**config.mk**
```make
export PLATFORM = sky130hd
export DESIGN_NAME = nand_async_seq
export DESIGN_NICKNAME = d
export VERILOG_FILES = /design/src/rtl/nand_async_seq.sv
export SDC_FILE = /design/constraint.sdc
export NUM_CORES = 1
export LEC_CHECK = 0
export BUFFER_PORTS_ARGS = -buffer_cell sky130_fd_sc_hd__buf_2
export CELL_PAD_IN_SITES_DETAIL_PLACEMENT = 0
export CELL_PAD_IN_SITES_GLOBAL_PLACEMENT = 1
export CORE_MARGIN = 4
export CORE_UTILIZATION = 46
export CTS_CLUSTER_DIAMETER = 200
export DETAILED_ROUTE_END_ITERATION = 6
export PLACE_DENSITY = 0.83
export SYNTH_ARGS = -nofsm -noshare
export SYNTH_HDL_FRONTEND = slang
export SYNTH_SLANG_ARGS = --single-unit
```
**constraint.sdc**
```tcl
create_clock -name clk -period 4 [get_ports clk]
set_input_delay 0.2 -clock clk [delete_from_list [all_inputs] [get_ports clk]]
set_output_delay 0.2 -clock clk [all_outputs]
set_load 0.005 [all_outputs]
```
**src/rtl/nand_async_seq.sv**
```systemverilog
module nand_async_seq #(
  parameter int DW = 8,
  parameter int CW = 8
) (
  input  logic          clk,
  input  logic          rst,
  input  logic          cfg_we,
  input  logic [3:0]    cfg_sel,
  input  logic [CW-1:0] cfg_wdata,
  input  logic          req_valid,
  input  logic [1:0]    req_type,
  input  logic [DW-1:0] req_data,
  output logic          busy,
  output logic          done,
  output logic [DW-1:0] rd_data,
  output logic          ce_n,
  output logic          cle,
  output logic          ale,
  output logic          we_n,
  output logic          re_n,
  output logic [DW-1:0] dq_out,
  output logic          dq_oe,
  input  logic [DW-1:0] dq_in,
  input  logic          rb
);
  localparam int NT = 9;

  typedef enum logic [2:0] {S_IDLE, S_RBW, S_RR, S_SU, S_STB, S_HLD, S_WB} st_t;

  function automatic logic [CW-1:0] dflt(input int i);
    case (i)
      5:       return CW'(20);
      6:       return CW'(2);
      7:       return CW'(4);
      8:       return CW'(10);
      default: return CW'(1);
    endcase
  endfunction

  logic [CW-1:0] tm [NT];
  st_t           st;
  logic [1:0]    kind;
  logic [DW-1:0] wdat;
  logic [CW-1:0] cnt, lim;
  logic          rs1, rs2;

  wire is_rd = (kind == 2'd3);
  wire act   = (st == S_SU) || (st == S_STB) || (st == S_HLD);

  wire rd_ready = (cnt >= tm[2]) && (cnt >= tm[7]) &&
                  (({1'b0, cnt} + {1'b0, tm[4]}) >= {1'b0, tm[8]});

  always_comb begin
    case (st)
      S_RR:    lim = tm[6];
      S_SU:    lim = tm[4];
      S_STB:   lim = tm[0];
      S_HLD:   lim = is_rd ? tm[3] : tm[1];
      S_WB:    lim = tm[5];
      default: lim = '0;
    endcase
  end

  wire last = (st == S_STB && is_rd) ? rd_ready : (cnt == lim);

  always_ff @(posedge clk) begin
    for (int i = 0; i < NT; i++) begin
      if (rst) tm[i] <= dflt(i);
      else if (cfg_we && st == S_IDLE && cfg_sel == 4'(i))
        tm[i] <= (cfg_wdata == '0) ? CW'(1) : cfg_wdata;
    end
  end

  always_ff @(posedge clk) begin
    if (rst) begin
      st <= S_IDLE; cnt <= CW'(1); kind <= '0; wdat <= '0;
      rd_data <= '0; done <= 1'b0; rs1 <= 1'b0; rs2 <= 1'b0;
    end else begin
      rs1  <= rb;
      rs2  <= rs1;
      done <= 1'b0;
      cnt  <= cnt + CW'(1);
      case (st)
        S_IDLE: if (req_valid) begin
          kind <= req_type; wdat <= req_data; cnt <= CW'(1);
          st   <= (req_type == 2'd3) ? S_RBW : S_SU;
        end
        S_RBW: if (rs2) begin st <= S_RR; cnt <= CW'(1); end
        S_RR:  if (last) begin st <= S_SU; cnt <= CW'(1); end
        S_SU:  if (last) begin st <= S_STB; cnt <= CW'(1); end
        S_STB: if (last) begin
          if (is_rd) rd_data <= dq_in;
          st <= S_HLD; cnt <= CW'(1);
        end
        S_HLD: if (last) begin
          if (kind == 2'd0) begin st <= S_WB; cnt <= CW'(1); end
          else begin st <= S_IDLE; done <= 1'b1; end
        end
        S_WB:  if (last) begin st <= S_IDLE; done <= 1'b1; end
        default: st <= S_IDLE;
      endcase
    end
  end

  assign busy   = (st != S_IDLE);
  assign ce_n   = !act;
  assign cle    = act && (kind == 2'd0);
  assign ale    = act && (kind == 2'd1);
  assign we_n   = !(st == S_STB && !is_rd);
  assign re_n   = !(st == S_STB && is_rd);
  assign dq_oe  = act && !is_rd;
  assign dq_out = wdat;
endmodule

```
Word level (Yosys, flattened, before mapping)
Memory sizes are Yosys's and may differ from the RTL's. Cells that the tools add are included.

Add/subtract/negate cells: 2. Magnitude comparators: 3. Equality and inequality tests: 25. Mux-type cells: 67. Bitwise gates (word level): 9. Reduce and logical (&&, ||, !) cells: 32.

Operators with widths (number): two-way mux 8 bit (21); one-hot mux 8 bit (5 select lines) (1); two-way mux 1 bit (33); one-hot mux 8 bit (4 select lines) (1); two-way mux 3 bit (8); one-hot mux 3 bit (7 select lines) (1); logical AND 1 bit (17); == test 4 x 3 -> 1 bit (second input constant) (4); >= comparator 8 bit (2); inequality test 2 bit (second input constant) (7); adder 8 x 8 -> 9 bit (1); == test 3 bit (second input constant) (3); >= comparator 9 x 8 -> 1 bit (1); OR 1 bit (9); adder 8 x 1 -> 8 bit (second input constant) (1); == test 4 x 2 -> 1 bit (second input constant) (2); == test 8 bit (1); zero test 8 bit (1); AND reduction 7 bit (1); == test 3 x 2 -> 1 bit (second input constant) (2); == test 2 bit (second input constant) (2); == test 4 x 1 -> 1 bit (second input constant) (1); == test 4 bit (second input constant) (1); zero test 1 bit (4); 12 further kinds (13).

Flip-flop bits (word level): 32. Bits in writable memories: 72. Input port bits: 35. Output and inout bits: 24. Word-level logic and storage cells: 147. Memories kept: 1.

Memories: tm (words 9, width 8, read ports 9, clocked after Yosys merged registers in 0, write ports 9, line 40) `logic [CW-1:0] tm [NT];`.

Logic depth before layout (Yosys ltp)
Word-level depth: 7. Gate-level depth with buffers: 17. Depth with buffers taken out: 17.

Worst setup path before layout
OpenSTA, ideal clock, no wires.

Path type: register -> register. Start: memory tm[4][1]. End: register st[1]. Setup time: 62 ps. Arrival time: 3511 ps. Slack: 427 ps. Stages on the path, launching flop included: 18. Buffers on the path: 0. Period minus slack after synthesis: 3573 ps. Cell sequence: edfxtp_1 ha_1 a21o_1 a21oi_1 o21bai_1 a21oi_1 o21bai_1 a21oi_1 xnor2_1 ha_1 o21ai_0 o31ai_1 a22oi_1 o211ai_1 nand2_1 a21boi_2 or4b_1 nand3_1.

RTL lines: start: declaration (line 40); end signal: assignment (line 86) `st <= (req_type == 2'd3) ? S_RBW : S_SU;`; end: declaration (line 41) `st_t st;`.

Worst setup path in the final report
Start: register cnt[2]. End: register cnt[0].

Cells in the longest elaborated chain, start to end: 6.

Ends and longest elaborated chain: start: declaration (line 44) `logic [CW-1:0] cnt, lim;`; start signal: assignment (line 82) `cnt <= cnt + CW'(1);`; adder 8 x 8 -> 9 bit / >= comparator 8 bit (equally long branches) (line 51, 50); >= comparator 9 x 8 -> 1 bit / logical AND 1 bit (equally long branches) (line 51, 50); logical AND 1 bit (line 50) `wire rd_ready = (cnt >= tm[2]) && (cnt >= tm[7]) &&`; two-way mux 1 bit (*) (line 64) `wire last = (st == S_STB && is_rd) ? rd_ready : (cnt == lim);`; two-way mux 8 bit, on equally long branches; one-hot mux 8 bit (4 select lines) (*) (line 83) `case (st)`.

Every way passes the cells marked *; elsewhere a longest branch is shown, timed or not. A chain may end at the register's enable or synchronous reset.

==> impl_results.md <==
- Max Clock Skew: approximately 0.0074 ns
- Gp weighted congestion: between 0.9 and 1
- Tot GR Track Use: 0.199
- Commonest cells after routing, fill and taps aside: edfxtp_1, and2_1, buf_2, nand2_1, inv_1
- Die Span X: approximately 120 um
- Ports: 59
- Count of clock tree sinks: between 100 and 150
- CTS tree: done
- H-tree Lvls: 3
- Row Count: 40
- Setup violators final: 0
- Synth area leader: edfxtp_1
- Slew @ Worst Pin: 1.02 ns
- Most common cell after layout, fill and taps aside: edfxtp_1
- Area contributors post-synth: edfxtp_1, dfxtp_1, ha_1
- Peak VDD IR: 0.000204 V
- Cells on worst reg2reg path: 14
- Crit path buf inv count: 0
- Post-synth net total: 617
- Slew Limit Fails: 0
- Post-synth top area share: 0.385
- Fin nets: roughly 700
- Worst Hold Path Cells: 2
- Num CTS Buffers: 9
- Final hold slack: 0.0671 ns
- Tcrit/Tclk final: 0.948
- Worst-Skew Late Latency: approximately 0.35 ns
- Gr ovfl total: 0
- Hold Path End: rs1$_SDFF_PP0_
- Syn Std Cell Area: approximately 0.0056 mm^2
- Antenna violations before repair: 0
- Setup CP Type: flip-flop to flip-flop
- Min-delay worst type: primary input to flip-flop
- #FFs+latches synth: approximately 100
- Routed WL: between 10000 and 15000 um
- Worst path slowest cell: dfxtp_1
- Crit path arrival time: 4.04 ns
- Post-CTS Setup Inserts: 0
- Max-cap violations: 0
- Min-delay src: rb
- Status: complete, no violations
- Share of layout cells above drive strength 1: 0.162
- Critical path's most frequent cell: ha_1
- Slew headroom: 0.313
- DRT Pass-1 Iters: 5
- P_leak: between 2 and 3 nW
- Post-synth EDFFs: between 70 and 80
- DR WL/cell: 17.9 um
- Worst Setup SP: cnt[2]$_SDFF_PP0_
- Highest metal used: met4
- Internal reg-to-reg setup slack: 0.21 ns
- Register area share after synthesis: 0.499
- Routed wl met2: ~7000 um
- P&R area growth vs syn: 14.3%
- Largest stage delay, worst path: approximately 0.5 ns
- Clock Path Buffers: 2
- CP Capture Type: flip-flop
- Mapped Avg Cell Area: approximately 10 um^2
- Metal-1 WL: slightly above 6000 um
- Initial Util: 0.469
- Distinct cells, synth: 59
- Fin. Hold Viols: 0
- Die area: roughly 0.014 mm^2
- Port bufs: 58
- Diodes inserted: 0
- Mapped Cells: about 550
- First-pass GRT wire length: approximately 22000 um
- Vias in the first global route: between 4000 and 5000
- CP cell instances: ha_1, nor2b_1, o31ai_1, o2bb2ai_1, xnor2_1, ha_1, o21ai_0, nor2_1, a22oi_1, o211ai_1, nand2_1, a21boi_2, o21ai_2, or2_1
- CTS-repair resized insts: 0
- FFs w/ async S/R, synth: 0
- CP Data Required Time: approximately 4.2 ns
- Final min period: approximately 3.8 ns
- Worst r2r src: cnt[2]$_SDFF_PP0_
- Final HPWL from detailed placement: 10100 um
- Initial DRC count: ~230
- Clock slew at reported path FFs: 0.06 ns
- Met3 wire len: 504 um
- CTS Root Cell: clkbuf_16
- Synth Warn #: 0
- R2r endpoint: cnt[0]$_SDFF_PP1_
- Vias: between 4000 and 5000
- Delay-heaviest family, CP: compound AO/OA/AOI/OAI gates
- Peak Freq: around 260 MHz
- # hold bufs at CTS: 0
- Tot Pwr: ~3 mW
- Worst-path maximum fanout: 8
- Largest net degree at the start of global routing: 45
- Die Y: around 120 um
- Core Box Area: 0.0120 mm^2
- Post-DRT Antenna Nets: 0
- Vias per cell: between 5 and 6
- Residual DRC: 0
- Power Dens Cells: 479 mW/mm^2
- CP startpoint kind: flip-flop
- Main synth FF type: edfxtp_1
## cell type report
| class | instances | area, um^2 |
|---|---|---|
| well taps | 147 | 184 |
| multi-input cells | 385 | 2580 |
| inverters | 35 | 131 |
| flip-flops and latches | 104 | 2800 |
| repair buffers | 76 | 425 |
| clock buffers | 14 | 275 |
| fillers | 1075 | 5550 |
| clock inverters | 2 | 12.5 |
## power breakdown
part           leakage [nW]  total, mW  switching (mW)  internal (mW)
combinational          1.56      0.864           0.494          0.370
sequential            0.966       1.34           0.122           1.22
clock                 0.143      0.867           0.388          0.479
## cell families (layout without fill, tap and decap cells)
family | after synthesis | after routing | synth area share
AND/OR/NAND/NOR | 210 | 210 | 0.201
AO/OA/AOI/OAI | 105 | 105 | 0.119
flip-flops | 104 | 104 | 0.499
buffers and inverters | 59 | 127 | 0.0421
adder cells (fa/ha/maj) | 34 | 34 | 0.0771
multiplexers | 20 | 20 | 0.0365
XOR/XNOR | 16 | 16 | 0.0250
## sequential cells by signal, indices dropped and copies added (netlist names)
| register | count |
|---|---|
| tm | 72 |
| cnt | 8 |
| dq_out | 8 |
| rd_data | 8 |
| st | 3 |
| kind | 2 |
| done | 1 |
| rs1 | 1 |
| rs2 | 1 |
## through the flow
stage               worst slack, ns  TNS [ns]  area (um^2)   util  std cells
finish                        0.207         0         6420  0.536        763
global route               -0.00742  -0.00742         6420  0.536        763
CTS                           0.229         0         6410  0.536        763
detailed placement            0.383         0         6120  0.512        747
global placement              0.483         0         6120  0.512        747
floorplan                     0.427         0         5620      -        548
## worst max path at each step
| stage | cells after the start | to | slack, ns |
|---|---|---|---|
| final | 14 | cnt[0]$_SDFF_PP1_ | 0.21 |
| after global routing | 14 | cnt[0]$_SDFF_PP1_ | -0.007 |
| after CTS | 17 | st[1]$_SDFFE_PP0P_ | 0.23 |
| after detailed placement | 17 | st[1]$_SDFFE_PP0P_ | 0.38 |
| after global placement | 17 | st[1]$_SDFFE_PP0P_ | 0.48 |
| after floorplan | 17 | st[1]$_SDFFE_PP0P_ | 0.43 |
## cell usage after synthesis, drive strengths merged, types with 3 or more instances
| master | instances |
|---|---|
| a221oi | 3 |
| inv | 35 |
| a31oi | 5 |
| dfxtp | 32 |
| nor2b | 7 |
| a211oi | 9 |
| nand2b | 8 |
| mux2 | 4 |
| and3 | 6 |
| a21oi | 31 |
| edfxtp | 72 |
| nand2 | 45 |
| nor4 | 7 |
| and2 | 61 |
| nor3 | 16 |
| a21bo | 3 |
| o211ai | 3 |
| mux2i | 16 |
| xor2 | 5 |
| nand3 | 10 |
| or3 | 3 |
| nor2 | 30 |
| xnor2 | 11 |
| o31ai | 7 |
| a21boi | 5 |
| buf | 11 |
| o21ai | 25 |
| or4 | 3 |
| clkbuf | 13 |
| ha | 33 |
## per-layer routing
| metal | up-vias | global-route usage |
|---|---|---|
| met4 | 0 | 0.0753 |
| met5 | - | 0 |
| met1 | 2046 | 0.254 |
| li1 | 2082 | - |
| met3 | 23 | 0.0306 |
| met2 | 81 | 0.342 |
## worst reg2reg max path: stages, from the launching register on
cell and delay (ns):
dfxtp_1 0.50, ha_1 0.34, nor2b_1 0.16, o31ai_1 0.32, o2bb2ai_1 0.22, xnor2_1 0.17, ha_1 0.28, o21ai_0 0.30
nor2_1 0.11, a22oi_1 0.23, o211ai_1 0.20, nand2_1 0.14, a21boi_2 0.31, o21ai_2 0.19, or2_1 0.23
Note: power is estimated with default switching activity, not from simulation.
